`src/rtl/coinc_trigger_pkg.sv`:
```
package coinc_trigger_pkg;
  localparam int TS_W = 32;
  typedef logic [TS_W-1:0] slice_t;
endpackage

```
`src/rtl/coinc_plane_age.sv`:
```
// Tracks how many slices ago a plane last reported a hit and says
// whether that hit lies within the coincidence window.
module coinc_plane_age #(
  parameter int WIN_W = 4
) (
  input  logic             clk,
  input  logic             rst_n,
  input  logic             slice_en,
  input  logic             hit,
  input  logic [WIN_W-1:0] win,
  output logic             recent
);
  localparam logic [WIN_W-1:0] AGE_MAX = {WIN_W{1'b1}};

  logic             seen_q, seen_d;
  logic [WIN_W-1:0] age_q, age_d;   // slices since last hit, minus one

  always_comb begin
    seen_d = seen_q;
    age_d  = age_q;
    if (slice_en) begin
      if (hit) begin
        seen_d = 1'b1;
        age_d  = '0;
      end else if (seen_q && age_q != AGE_MAX) begin
        age_d = age_q + 1'b1;
      end
    end
  end

  always_ff @(posedge clk or negedge rst_n) begin
    if (!rst_n) begin
      seen_q <= 1'b0;
      age_q  <= '0;
    end else begin
      seen_q <= seen_d;
      age_q  <= age_d;
    end
  end

  // current hit, or an earlier one at most win slices back
  assign recent = hit || (seen_q && (age_q < win));
endmodule

```
`src/rtl/coinc_slice_timer.sv`:
```
// Down-counter in slice units; active while nonzero.
module coinc_slice_timer #(
  parameter int W = 12
) (
  input  logic         clk,
  input  logic         rst_n,
  input  logic         slice_en,
  input  logic         load,
  input  logic [W-1:0] len,
  output logic         active
);
  logic [W-1:0] cnt_q, cnt_d;

  always_comb begin
    cnt_d = cnt_q;
    if (load)
      cnt_d = len;
    else if (slice_en && cnt_q != '0)
      cnt_d = cnt_q - 1'b1;
  end

  always_ff @(posedge clk or negedge rst_n) begin
    if (!rst_n) cnt_q <= '0;
    else        cnt_q <= cnt_d;
  end

  assign active = (cnt_q != '0);
endmodule

```
`src/rtl/coinc_trigger.sv`:
```
module coinc_trigger
  import coinc_trigger_pkg::*;
#(
  parameter int WIN_W = 4,
  parameter int DUR_W = 12,
  parameter int CNT_W = 16
) (
  input  logic             clk,
  input  logic             rst_n,
  input  logic             slice_en,
  input  logic             hit_x,
  input  logic             hit_y,
  input  logic [TS_W-1:0]  slice_cnt,
  input  logic [WIN_W-1:0] cfg_win,
  input  logic [DUR_W-1:0] cfg_dead,
  input  logic [DUR_W-1:0] cfg_cap_len,
  input  logic [DUR_W-1:0] cfg_pre,
  output logic             trig,
  output logic [TS_W-1:0]  trig_ts,
  output logic             cap_en,
  output logic [TS_W-1:0]  cap_origin,
  output logic [CNT_W-1:0] trig_count,
  output logic [CNT_W-1:0] lost_count
);
  localparam int NPLANE = 2;

  logic [NPLANE-1:0] plane_hit;
  logic [NPLANE-1:0] plane_recent;
  logic              coin, busy, fire, block;

  assign plane_hit = {hit_y, hit_x};

  genvar p;
  generate
    for (p = 0; p < NPLANE; p++) begin : g_plane
      coinc_plane_age #(.WIN_W(WIN_W)) u_age (
        .clk     (clk),
        .rst_n   (rst_n),
        .slice_en(slice_en),
        .hit     (plane_hit[p]),
        .win     (cfg_win),
        .recent  (plane_recent[p])
      );
    end
  endgenerate

  // a hit on one plane meets a recent (or simultaneous) hit on the other
  assign coin  = (plane_hit[0] && plane_recent[1]) ||
                 (plane_hit[1] && plane_recent[0]);
  assign fire  = slice_en && coin && !busy;
  assign block = slice_en && coin &&  busy;

  coinc_slice_timer #(.W(DUR_W)) u_dead (
    .clk     (clk),
    .rst_n   (rst_n),
    .slice_en(slice_en),
    .load    (fire),
    .len     (cfg_dead),
    .active  (busy)
  );

  coinc_slice_timer #(.W(DUR_W)) u_cap (
    .clk     (clk),
    .rst_n   (rst_n),
    .slice_en(slice_en),
    .load    (fire),
    .len     (cfg_cap_len),
    .active  (cap_en)
  );

  slice_t           ts_d, org_d;
  logic [CNT_W-1:0] tc_d, lc_d;

  always_comb begin
    ts_d  = trig_ts;
    org_d = cap_origin;
    tc_d  = trig_count;
    lc_d  = lost_count;
    if (fire) begin
      ts_d  = slice_cnt;
      org_d = slice_cnt - slice_t'(cfg_pre);
      tc_d  = trig_count + 1'b1;
    end
    if (block)
      lc_d = lost_count + 1'b1;
  end

  always_ff @(posedge clk or negedge rst_n) begin
    if (!rst_n) begin
      trig       <= 1'b0;
      trig_ts    <= '0;
      cap_origin <= '0;
      trig_count <= '0;
      lost_count <= '0;
    end else begin
      trig       <= fire;
      trig_ts    <= ts_d;
      cap_origin <= org_d;
      trig_count <= tc_d;
      lost_count <= lc_d;
    end
  end
endmodule

```
`config.mk`:
```
export PLATFORM = sky130hd
export DESIGN_NAME = coinc_trigger
export DESIGN_NICKNAME = d
export VERILOG_FILES = /design/src/rtl/coinc_trigger_pkg.sv /design/src/rtl/coinc_plane_age.sv /design/src/rtl/coinc_slice_timer.sv /design/src/rtl/coinc_trigger.sv
export SDC_FILE = /design/constraint.sdc
export NUM_CORES = 1
export LEC_CHECK = 0
export ABC_AREA = 1
export CAP_MARGIN = 10
export CORE_ASPECT_RATIO = 0.8
export CORE_MARGIN = 1
export CORE_UTILIZATION = 40
export CTS_CLUSTER_DIAMETER = 30
export DETAILED_ROUTE_END_ITERATION = 10
export MAX_ROUTING_LAYER = met4
export PLACE_DENSITY = 0.74
export SYNTH_ARGS = -nofsm -noshare
export SYNTH_HDL_FRONTEND = slang
export SYNTH_SLANG_ARGS = --single-unit
```
`constraint.sdc`:
```
create_clock -name clk -period 2.55 [get_ports clk]
set_clock_uncertainty 0.05 [all_clocks]
set_input_delay 0.51 -clock clk [delete_from_list [all_inputs] [get_ports clk]]
set_output_delay 0.51 -clock clk [all_outputs]
set_load 0.03 [all_outputs]
```
=== Word-level counts from Yosys, hierarchy flattened ===
Index checks and enable logic that the tools add are counted.
Widths: inputs -> output; s select.

* Bitwise operators: 0
* Reduce and logical (&&, ||, !) cells: 25
* Multiply operators: 0
* Mux-type cells: 8
* Divide/modulo/power cells: 0
* Add/subtract/negate cells: 7
* Equality and inequality tests: 2
* Shift-type cells: 0
* Magnitude comparators: 2

{| class="wikitable"
|+ Operators with widths
! operator !! number
|-
| $mux 12 || 4
|-
| $add 16x1->16 const B || 2
|-
| $sub 32x12->32 || 1
|-
| $reduce_bool 12->1 || 2
|-
| $sub 12x1->12 const B || 2
|-
| $mux 4 || 4
|-
| $logic_and 1x1->1 || 11
|-
| $add 4x1->4 const B || 2
|-
| $lt 4x4->1 || 2
|-
| $ne 4x4->1 const B || 2
|-
| $reduce_and 2->1 || 4
|-
| $reduce_bool 2->1 || 4
|-
| $logic_or 1x1->1 || 3
|-
| $logic_not 1->1 || 1
|}

* Memory bits (writable): 0
* Memory bits (read-only): 0
* Memories: 0
* Register bits after elaboration: 131
* Logic and storage cells: 55
* Output and inout port bits: 98
* Input port bits: 77
* Bits in latches: 0

=== Longest topological paths before layout ===
Gate-level depths: netlist of the first run.

* Depth after elaboration: 8
* Mapped depth: 15
* Mapped depth without buffers: 14

=== Cells and area by module ===
A second synthesis of the first run with hierarchy kept.

* Cell total of the unflattened synthesis: 1123
* Area total of the unflattened synthesis: 8239.2 um2

{| class="wikitable"
|+ Modules (own cells, without submodules)
! module !! seq. area each (um2) !! area an instance (um2) !! cells each !! times used
|-
| coinc_trigger || 2427.3 || 5526.6 || 751 || 1
|-
| coinc_slice_timer || 300.3 || 973.4 || 133 || 2
|-
| coinc_plane_age || 125.1 || 382.9 || 53 || 2
|}

=== Least setup slack after synthesis of the first run ===
OpenSTA, ideal clock, no wires.

* Path kind: in2reg
* From: input port slice_cnt[0]
* To: register cap_origin[18]
* Required time: 2.383 ns
* Setup time: 0.117 ns
* Arrival: 1.988 ns
* Buffers on the path: 0
* Stages: 14
* Slack: 0.395 ns
* Path through: inv_1 -> ha_1 -> fa_1 -> nand3b_1 -> nand2_1 -> nand2_1 -> nand2_1 -> nand2_1 -> nand2_1 -> nand2_1 -> nand2_1 -> nand2_1 -> nand3_1 -> nand2_1

* Cells in the longest elaborated chain, start to end: 1

{| class="wikitable"
|+ RTL lines
! item !! line !! text
|-
| start: declaration || coinc_trigger.sv:13 || <nowiki>input logic [TS_W-1:0] slice_cnt,</nowiki>
|-
| $sub 32x12->32 || coinc_trigger.sv:81 || <nowiki>org_d = slice_cnt - slice_t'(cfg_pre);</nowiki>
|-
| end signal: assignment || coinc_trigger.sv:98 || <nowiki>cap_origin <= org_d;</nowiki>
|-
| end: declaration || coinc_trigger.sv:21 || <nowiki>output logic [TS_W-1:0] cap_origin,</nowiki>
|}

Every way passes these cells.
A chain may end at the register's enable or synchronous reset.

=== Final worst setup path of the first run ===
* From: input port slice_cnt[0]
* To: register cap_origin[22]

The elaborated chain is that of the path after synthesis.

==> metrics list, run 1 <==
* Library cells used by synthesis: 36
- Depth of the most critical reg-to-reg path: 11
* Final-stage net count: 1406
* Commonest non-fill, non-tap cell in the layout: sky130_fd_sc_hd__nand2_1
* Kind of cell adding the most delay to the critical path: simple AND/OR/NAND/NOR gates
- Counting the buffers created by CTS gives 17.
- The clock reaches the later pin of the worst-skew pair after 0.42 ns.
- R2R Path Start: u_dead.cnt_q[0]
- Core Rows: 45
- PortBufs: 174
- The H-tree was split into 4 levels.
* Initial antenna violation count: 0
* Outcome: finished clean
- Synth-to-Final Area Change: 40.4%
- Across all register-to-register paths, the minimum setup slack is 0.30 ns.
- Antenna diode count: 0
- The internal power of the cells totals 6.50 mW.
- Number of buffers and inverters on the critical path: 2
* Final Hold Vio Count: 0
- The final layout contains routed wiring with a total length of 22300 um.
- Clock share of power: 25.8%
- Derived from the worst setup path, the maximum achievable clock frequency is 0.405 GHz.
- For this design the static power due to leakage is 5.35 nW.
- Cell accounting for the most synthesized area: sky130_fd_sc_hd__dfrtp_1
- Count of state elements after synthesis: 131
* Tmin final: 2.47 ns
- Number of synthesized flops with an enable pin: 0
* Post-layout util: 57.7%
- Drt initial violations: 585
- HP Start: trig_ts[4]
- Mean instance size in the synthesized netlist: 7.29 um^2
- The worst setup path is of the input port to flop kind.
- DR vias/cell: 4.99
- Total number of yosys warnings: 0
* Switching power: 4.27 mW
- Type of destination of the critical path: flop
- Sequential cell fraction of total power: 32.4%
- In the final routed layout, each cell accounts on average for 14.2 um.
- The longest clock path from root to sink contains 2 buffers.
- Peak supply drop: 0.000440 V
- Master cell of the clock root buffer: sky130_fd_sc_hd__clkbuf_16
- Net switching is 39.6% of the power.
- For this run, the slowest stage of the critical path takes 0.46 ns.
- Asr flop ratio synth: 100%
- The detailed router placed 7861 vias in this run.
- The die covers 20200 um^2.
* Clock Sinks: 131
- For the pin with the worst max-slew slack, the measured transition is 0.612 ns.
* Netlist area before placement: 7870 um^2
- From bottom edge to top edge, the die measures 127 um.
- In this run the critical register-to-register path is captured at u_dead.cnt_q[0].
- Clock-pin slew was measured on the worst setup and hold paths at 0.06 ns.
- Summed over all layers, the global routing overflow is 0.
* Cell count after synthesis: 1079
* Dominant cells by area after synthesis: sky130_fd_sc_hd__dfrtp_1, sky130_fd_sc_hd__nand2_1, sky130_fd_sc_hd__nand3_1
* Post-detailed-placement half-perimeter wirelength: 16700 um
- Ratio of cells with drive above 1 in the final layout: 9.11%
* Net count after synthesis: 1181
- Maximum number of pins on one net before global-route repair: 48
* Final Power: 10.8 mW
* Post-CTS Setup Bufs: 0
* Arrival time worst endpoint: 2.73 ns
- The tightest min-delay check is of the flop to flop type.
- Setup violations remaining at the end of the flow were counted as 0.
- For this configuration, the core starts out at a cell density of 41.1%.
- Of the total power, combinational logic draws 41.7%.
- The worst setup path is launched from an input port.
- Count of nets left with antenna violations after detail routing: 0
* Area share of the largest cell type after synthesis: 41.7%
- Setup repair after global routing missed its margin: no
* First-pass GRT wire length: 37600 um
- Of the available clock period, the critical path in the final layout requires 96.7%.
- Number of primary I/O pins: 175
* Fin. max-slew vios: 0
* Instance count along the most critical hold path: 2
* Seq/Total Area, Yosys: 41.7%
- Ordered cell list for the critical path: clkdlybuf4s50_1 > inv_1 > ha_1 > fa_1 > nand3b_1 > nand2_1 > nand2_1 > nand2_1 > nand2_1 > nand2_1 > nand2_1 > nand2_1 > nand2_1 > nand3_1 > nand2_1
- Max-cap violations in this run came to 0.
- TritonCTS clock tree: done
- For this run, the total global-route usage over all layers was measured as 23.9%.
- CP dominant cell by count: sky130_fd_sc_hd__nand2_1
* Power density cells: 975 nW/um^2
- Endpoint of the worst hold path: trig_ts[4]
- The pre-antenna-repair detailed-routing pass consisted of 5 iterations.
* Core region area: 19100 um^2
* Post-synth top flop: sky130_fd_sc_hd__dfrtp_1
* Required time reported for the critical path endpoint: 2.82 ns
* Critical Path Slowest Stage Cell: sky130_fd_sc_hd__clkdlybuf4s50_1
- Of all nets on the critical path, the largest fanout is 4.
* Worst relative slew slack: 59.2%
* Vias in the first global route: 7719
- Final RePlAce weighted congestion: 0.959
- Measured along the x axis, the die boundary spans 159 um.
* Most used cells in the layout excluding fill and tap cells: sky130_fd_sc_hd__nand2_1, sky130_fd_sc_hd__clkdlybuf4s50_1, sky130_fd_sc_hd__inv_1
- For this run, design rule violations remaining after detail routing come to 0.
-- layout make-up --
type                            count  area (um^2)
Timing Repair Buffer              231         2330
Sequential cell                   131         3280
Tap cell                          258          323
Clock buffer                       20          467
Fill cell                        1740         8100
Clock inverter                     12          200
Inverter                          145          544
Multi-Input combinational cell    778         3900
-- worst register-to-register path, stage by stage (launching register included) --
cell and delay (ns):
sky130_fd_sc_hd__dfrtp_1 0.38, sky130_fd_sc_hd__inv_1 0.10, sky130_fd_sc_hd__ha_1 0.20, sky130_fd_sc_hd__nand2_2 0.09, sky130_fd_sc_hd__nor2_4 0.15, sky130_fd_sc_hd__nand2_1 0.12
sky130_fd_sc_hd__o21ai_2 0.51, sky130_fd_sc_hd__inv_2 0.21, sky130_fd_sc_hd__nor2_1 0.13, sky130_fd_sc_hd__o21ai_0 0.10, sky130_fd_sc_hd__nand2_1 0.07, sky130_fd_sc_hd__inv_1 0.04
-- worst max-delay path by stage --
stage	slack, ns	depth (start not counted)	to	from
floorplan	0.39	14	cap_origin[18]	slice_cnt[0]
global placement	-0.27	13	cap_origin[20]	slice_cnt[0]
detailed placement	-0.33	15	cap_origin[22]	slice_cnt[0]
CTS	0.08	6	cap_en	u_cap.cnt_q[0]
global route	0.003	13	cap_origin[12]	slice_cnt[0]
finish	0.08	15	cap_origin[22]	slice_cnt[0]
-- kinds of logic after synthesis --
| family | count (synthesis) | share of synthesized area, % |
|---|---|---|
| buf+inv | 170 | 8.84 |
| flops | 131 | 41.7 |
| compound gates | 99 | 6.57 |
| simple gates | 611 | 34.1 |
| xor+xnor | 43 | 4.79 |
| fa+ha+maj | 25 | 4.07 |
-- timing repair --
item                                    in CTS  in global routing
endpoints found under the setup margin       1                  4
cloned                                       0                  0
endpoints found under the hold margin       45                  0
resized for setup                            1                  3
hold buffers                                 1                  0
-- layer usage --
layer	up-vias	GRT usage, %	routed length, um
met2	285	36.8	10000
met1	3622	31.4	10400
met4	0	7.94	352
met5	-	-	0
li1	3918	-	-
met3	36	5.13	1540
-- cells in the mapped netlist (13+ instances only) --
cell                      number
sky130_fd_sc_hd__inv_1       132
sky130_fd_sc_hd__a21oi_1      15
sky130_fd_sc_hd__nand2_1     348
sky130_fd_sc_hd__nand4_1      26
sky130_fd_sc_hd__o21ai_0      47
sky130_fd_sc_hd__nor2_1       68
sky130_fd_sc_hd__ha_1         24
sky130_fd_sc_hd__o21ai_1      30
sky130_fd_sc_hd__dfrtp_1     131
sky130_fd_sc_hd__nor3_1       18
sky130_fd_sc_hd__nand3_1     122
sky130_fd_sc_hd__xnor2_1      16
sky130_fd_sc_hd__xor2_1       27
sky130_fd_sc_hd__inv_2        13
sky130_fd_sc_hd__buf_2        16
-- power by group through the flow --
stage               registers (mW)  logic [mW]  clock network, mW
floorplan                     4.49        1.56                  0
global placement              3.49        4.40                  0
detailed placement            3.49        4.49                  0
CTS                           3.49        4.53               2.82
global route                  3.60        4.90               2.91
finish                        3.49        4.49               2.78
-- state kept, by name (all words and copies together) (netlist names) --
name / flops
trig_count: 16
trig: 1
cap_origin: 32
u_cap.cnt_q: 12
g_plane.u_age.age_q: 8
lost_count: 16
trig_ts: 32
u_dead.cnt_q: 12
g_plane.u_age.seen_q: 2
-- stage by stage --
step	area [um^2]	TNS, ns	worst slack [ns]	std cells	hold WS, ns
floorplan	7870	0	0.395	1079	0.164
global placement	10400	-2.64	-0.269	1542	0.417
detailed placement	10400	-4.61	-0.327	1542	0.414
CTS	11000	0	0.0769	1575	0.431
global route	11000	0	0.00283	1575	0.455
finish	11000	0	0.0837	1575	0.426
Note: power is estimated with default switching activity, not from simulation.
==> inputs of run 2 (changes only) <==
CORE_UTILIZATION = 52   (was 40)
PLACE_DENSITY = 0.82   (was 0.74)
==> run 2 against run 1 <==
  * Routed wire length is 3.9% lower
  * Core utilization grew 16 points
  * Largest cell class unchanged
  * Register-to-register slack got worse by 0.06 ns
  * Clock power shrank 15%
==> metrics list, run 2 (same netlist as run 1, synthesis figures left out) <==
* Outcome: finished clean
* Peak supply drop: 0.000657 V
* Maximum count of clock buffers along a single path: 2
- In this design, the stage delay of the slowest critical-path cell is 0.45 ns.
* Sequential cell fraction of total power: 33.8%
- The region available for standard cell placement spans 14500 um^2.
- Setup-failing EPs final: 0
- PortBufs: 174
- GRT Residual Overflow: 0
- Slack of the worst reg-to-reg path: 0.24 ns
* Clock share of power: 22.9%
- Clock slew at reported path FFs: 0.05 ns
* Commonest non-fill, non-tap cell in the layout: sky130_fd_sc_hd__nand2_1
* Most used cells in the layout excluding fill and tap cells: sky130_fd_sc_hd__nand2_1, sky130_fd_sc_hd__clkdlybuf4s50_1, sky130_fd_sc_hd__inv_1
- In this run the worst path has a maximum fanout of 6.
* CP dominant cell by count: sky130_fd_sc_hd__nand2_1
- The worst setup path is captured at a flop.
* Switching power: 4.15 mW
* Final Hold Vio Count: 0
- Count of non-filler cells in the finished layout: 1488
- Measured along the y axis, the die boundary spans 112 um.
- # DRC: 0
- Compared with the post-synthesis result, the final layout area differs by 36.1%.
* Final-stage net count: 1394
- For the worst setup path, the data arrival time is 2.68 ns.
* Combinational group share of total power: 43.3%
- Worst Hold Class: flop to flop
* Master cell of the clock root buffer: sky130_fd_sc_hd__clkbuf_16
* Power density cells: 964 nW/um^2
- Vias in the first global route: 7397
- Cell internal power was estimated by the tool at 6.17 mW.
* Slew at the pin closest to its max-slew limit: 0.673 ns
* Global routing usage summed across all routing layers: 29.9%
* Setup TNS Final: 0 ns
* Max-capacitance violation count: 0
* Count of nets left with antenna violations after detail routing: 0
* TritonCTS clock tree: done
- For the worst flop-to-flop path, the logic depth is 11.
- Wire per inst: 14.4 um
* Critical Path Slowest Stage Cell: sky130_fd_sc_hd__clkdlybuf4s50_1
- Fillers: 1149
- Post-CTS Setup Bufs: 0
- Post-detailed-placement half-perimeter wirelength: 15900 um
- Setup repair after global routing left no endpoint under its margin.
- Tmin final: 2.43 ns
- The signal on the critical path passes through clkdlybuf4s50_1 > inv_1 > ha_1 > fa_1 > nand3b_1 > nand2_1 > nand2_1 > nand3_1 > a21oi_1 > nand2_1 > nand2_1 > nand3_1 > nand2_1.
- Wires add up to 21400 um.
* Die Footprint: 15600 um^2
* Critical Path Start Type: input port
- Of the total power, the share spent switching nets is 40.2%.
- Of the available clock period, the critical path in the final layout requires 95.3%.
- Final RePlAce weighted congestion: 0.924
- The number of pins with negative max-slew slack in the final report is 0.
- Drt initial violations: 639
- Summing internal, switching and leakage power gives 10.3 mW.
* First-pass GRT wire length: 36000 um
- Worst relative slew slack: 55.1%
* Clk_lat worst skew: 0.41 ns
- Required time reported for the critical path endpoint: 2.80 ns
- Clock Sinks: 131
- For this block, the via count after detailed routing is 7826.
- Die width: 140 um
- Timing would allow up to 0.411 GHz.
* Instance count along the most critical hold path: 2
- Entering global routing, the biggest net connects 50 pins.
- The initial antenna violation count was 0.
- The H-tree was split into 4 levels.
* Number of primary I/O pins: 175
- Critical setup path kind: input port to flop
* Largest registers: cap_origin (32), trig_ts (32)
- Core Rows: 39
- Buffers inserted during clock tree synthesis total 17.
* Antenna diode count: 0
* DR vias/cell: 5.26
- Cells with a size suffix above 1 make up 7.82% of the layout.
* Initial DRT Pass Iterations: 5
- Starting density of the core: 54.1%
- Leakage component of the power: 5.23 nW
* Instance count after placement with tap cells included: 1456
[run 2: per-stage QoR]
stage / setup slack (ns) / hold slack [ns] / utilization (%) / instance area (um^2)
2_1_floorplan: 0.395 / 0.164 / - / 7870
3_3_place_gp: -0.229 / 0.391 / 69.7 / 10100
3_5_place_dp: -0.288 / 0.392 / 69.7 / 10100
4_1_cts: 0.0663 / 0.430 / 73.6 / 10700
5_1_grt: 0.00213 / 0.455 / 73.6 / 10700
6_report: 0.120 / 0.427 / 73.6 / 10700
[run 2: area by class of cell]
type / count / area, um^2 / share of cell area (%)
clock buffer: 26 / 489 / 4.57
clock inverter: 5 / 75.1 / 0.701
inverter: 145 / 544 / 5.08
multi-input combinational: 778 / 3910 / 36.5
sequential: 131 / 3280 / 30.6
tap: 184 / 230 / 2.15
timing repair buffer: 219 / 2190 / 20.4
[run 2: path summary, 6_finish.rpt]
path,from,endpoint
setup / recovery,slice_cnt[0],cap_origin[28]
hold / removal,cap_origin[12],cap_origin[12]
setup reg to reg,u_dead.cnt_q[0],u_dead.cnt_q[0]
hold reg to reg,cap_origin[12],cap_origin[12]
max in group asynchronous,rst_n,trig_ts[27]
min in group asynchronous,rst_n,trig_ts[3]
[run 2: repair_timing]
action / CTS / global route
setup endpoints to repair: 1 / 3
resized for setup: 1 / 4
endpoints found under the hold margin: 22 / 0
hold buffers: 1 / 0
[run 2: metal layers]
layer  vias to the layer above  global-route usage, %  wire length (um)
met5                         -                      -                 0
met4                         0                   8.44               321
met3                        33                   5.93              1360
met2                       313                   46.2              9790
met1                      3590                   40.2              9970
li1                       3890                      -                 -
[run 2: power by group through the flow]
stage          Clock [mW]  Combinational [mW]  Sequential [mW]
4_1_cts              2.40                4.49             3.47
6_report             2.36                4.47             3.49
2_1_floorplan           0                1.56             4.49
3_5_place_dp            0                4.44             3.48
3_3_place_gp            0                4.35             3.48
5_1_grt              2.50                4.86             3.58
[run 2: worst max-delay path: cells and delay by family]
| kind | cells | cell delay [ns] |
|---|---|---|
| AND/OR/NAND/NOR | 8 | 0.84 |
| adder cells (fa/ha/maj) | 2 | 0.61 |
| buffers and inverters | 2 | 0.50 |
| AO/OA/AOI/OAI | 1 | 0.20 |
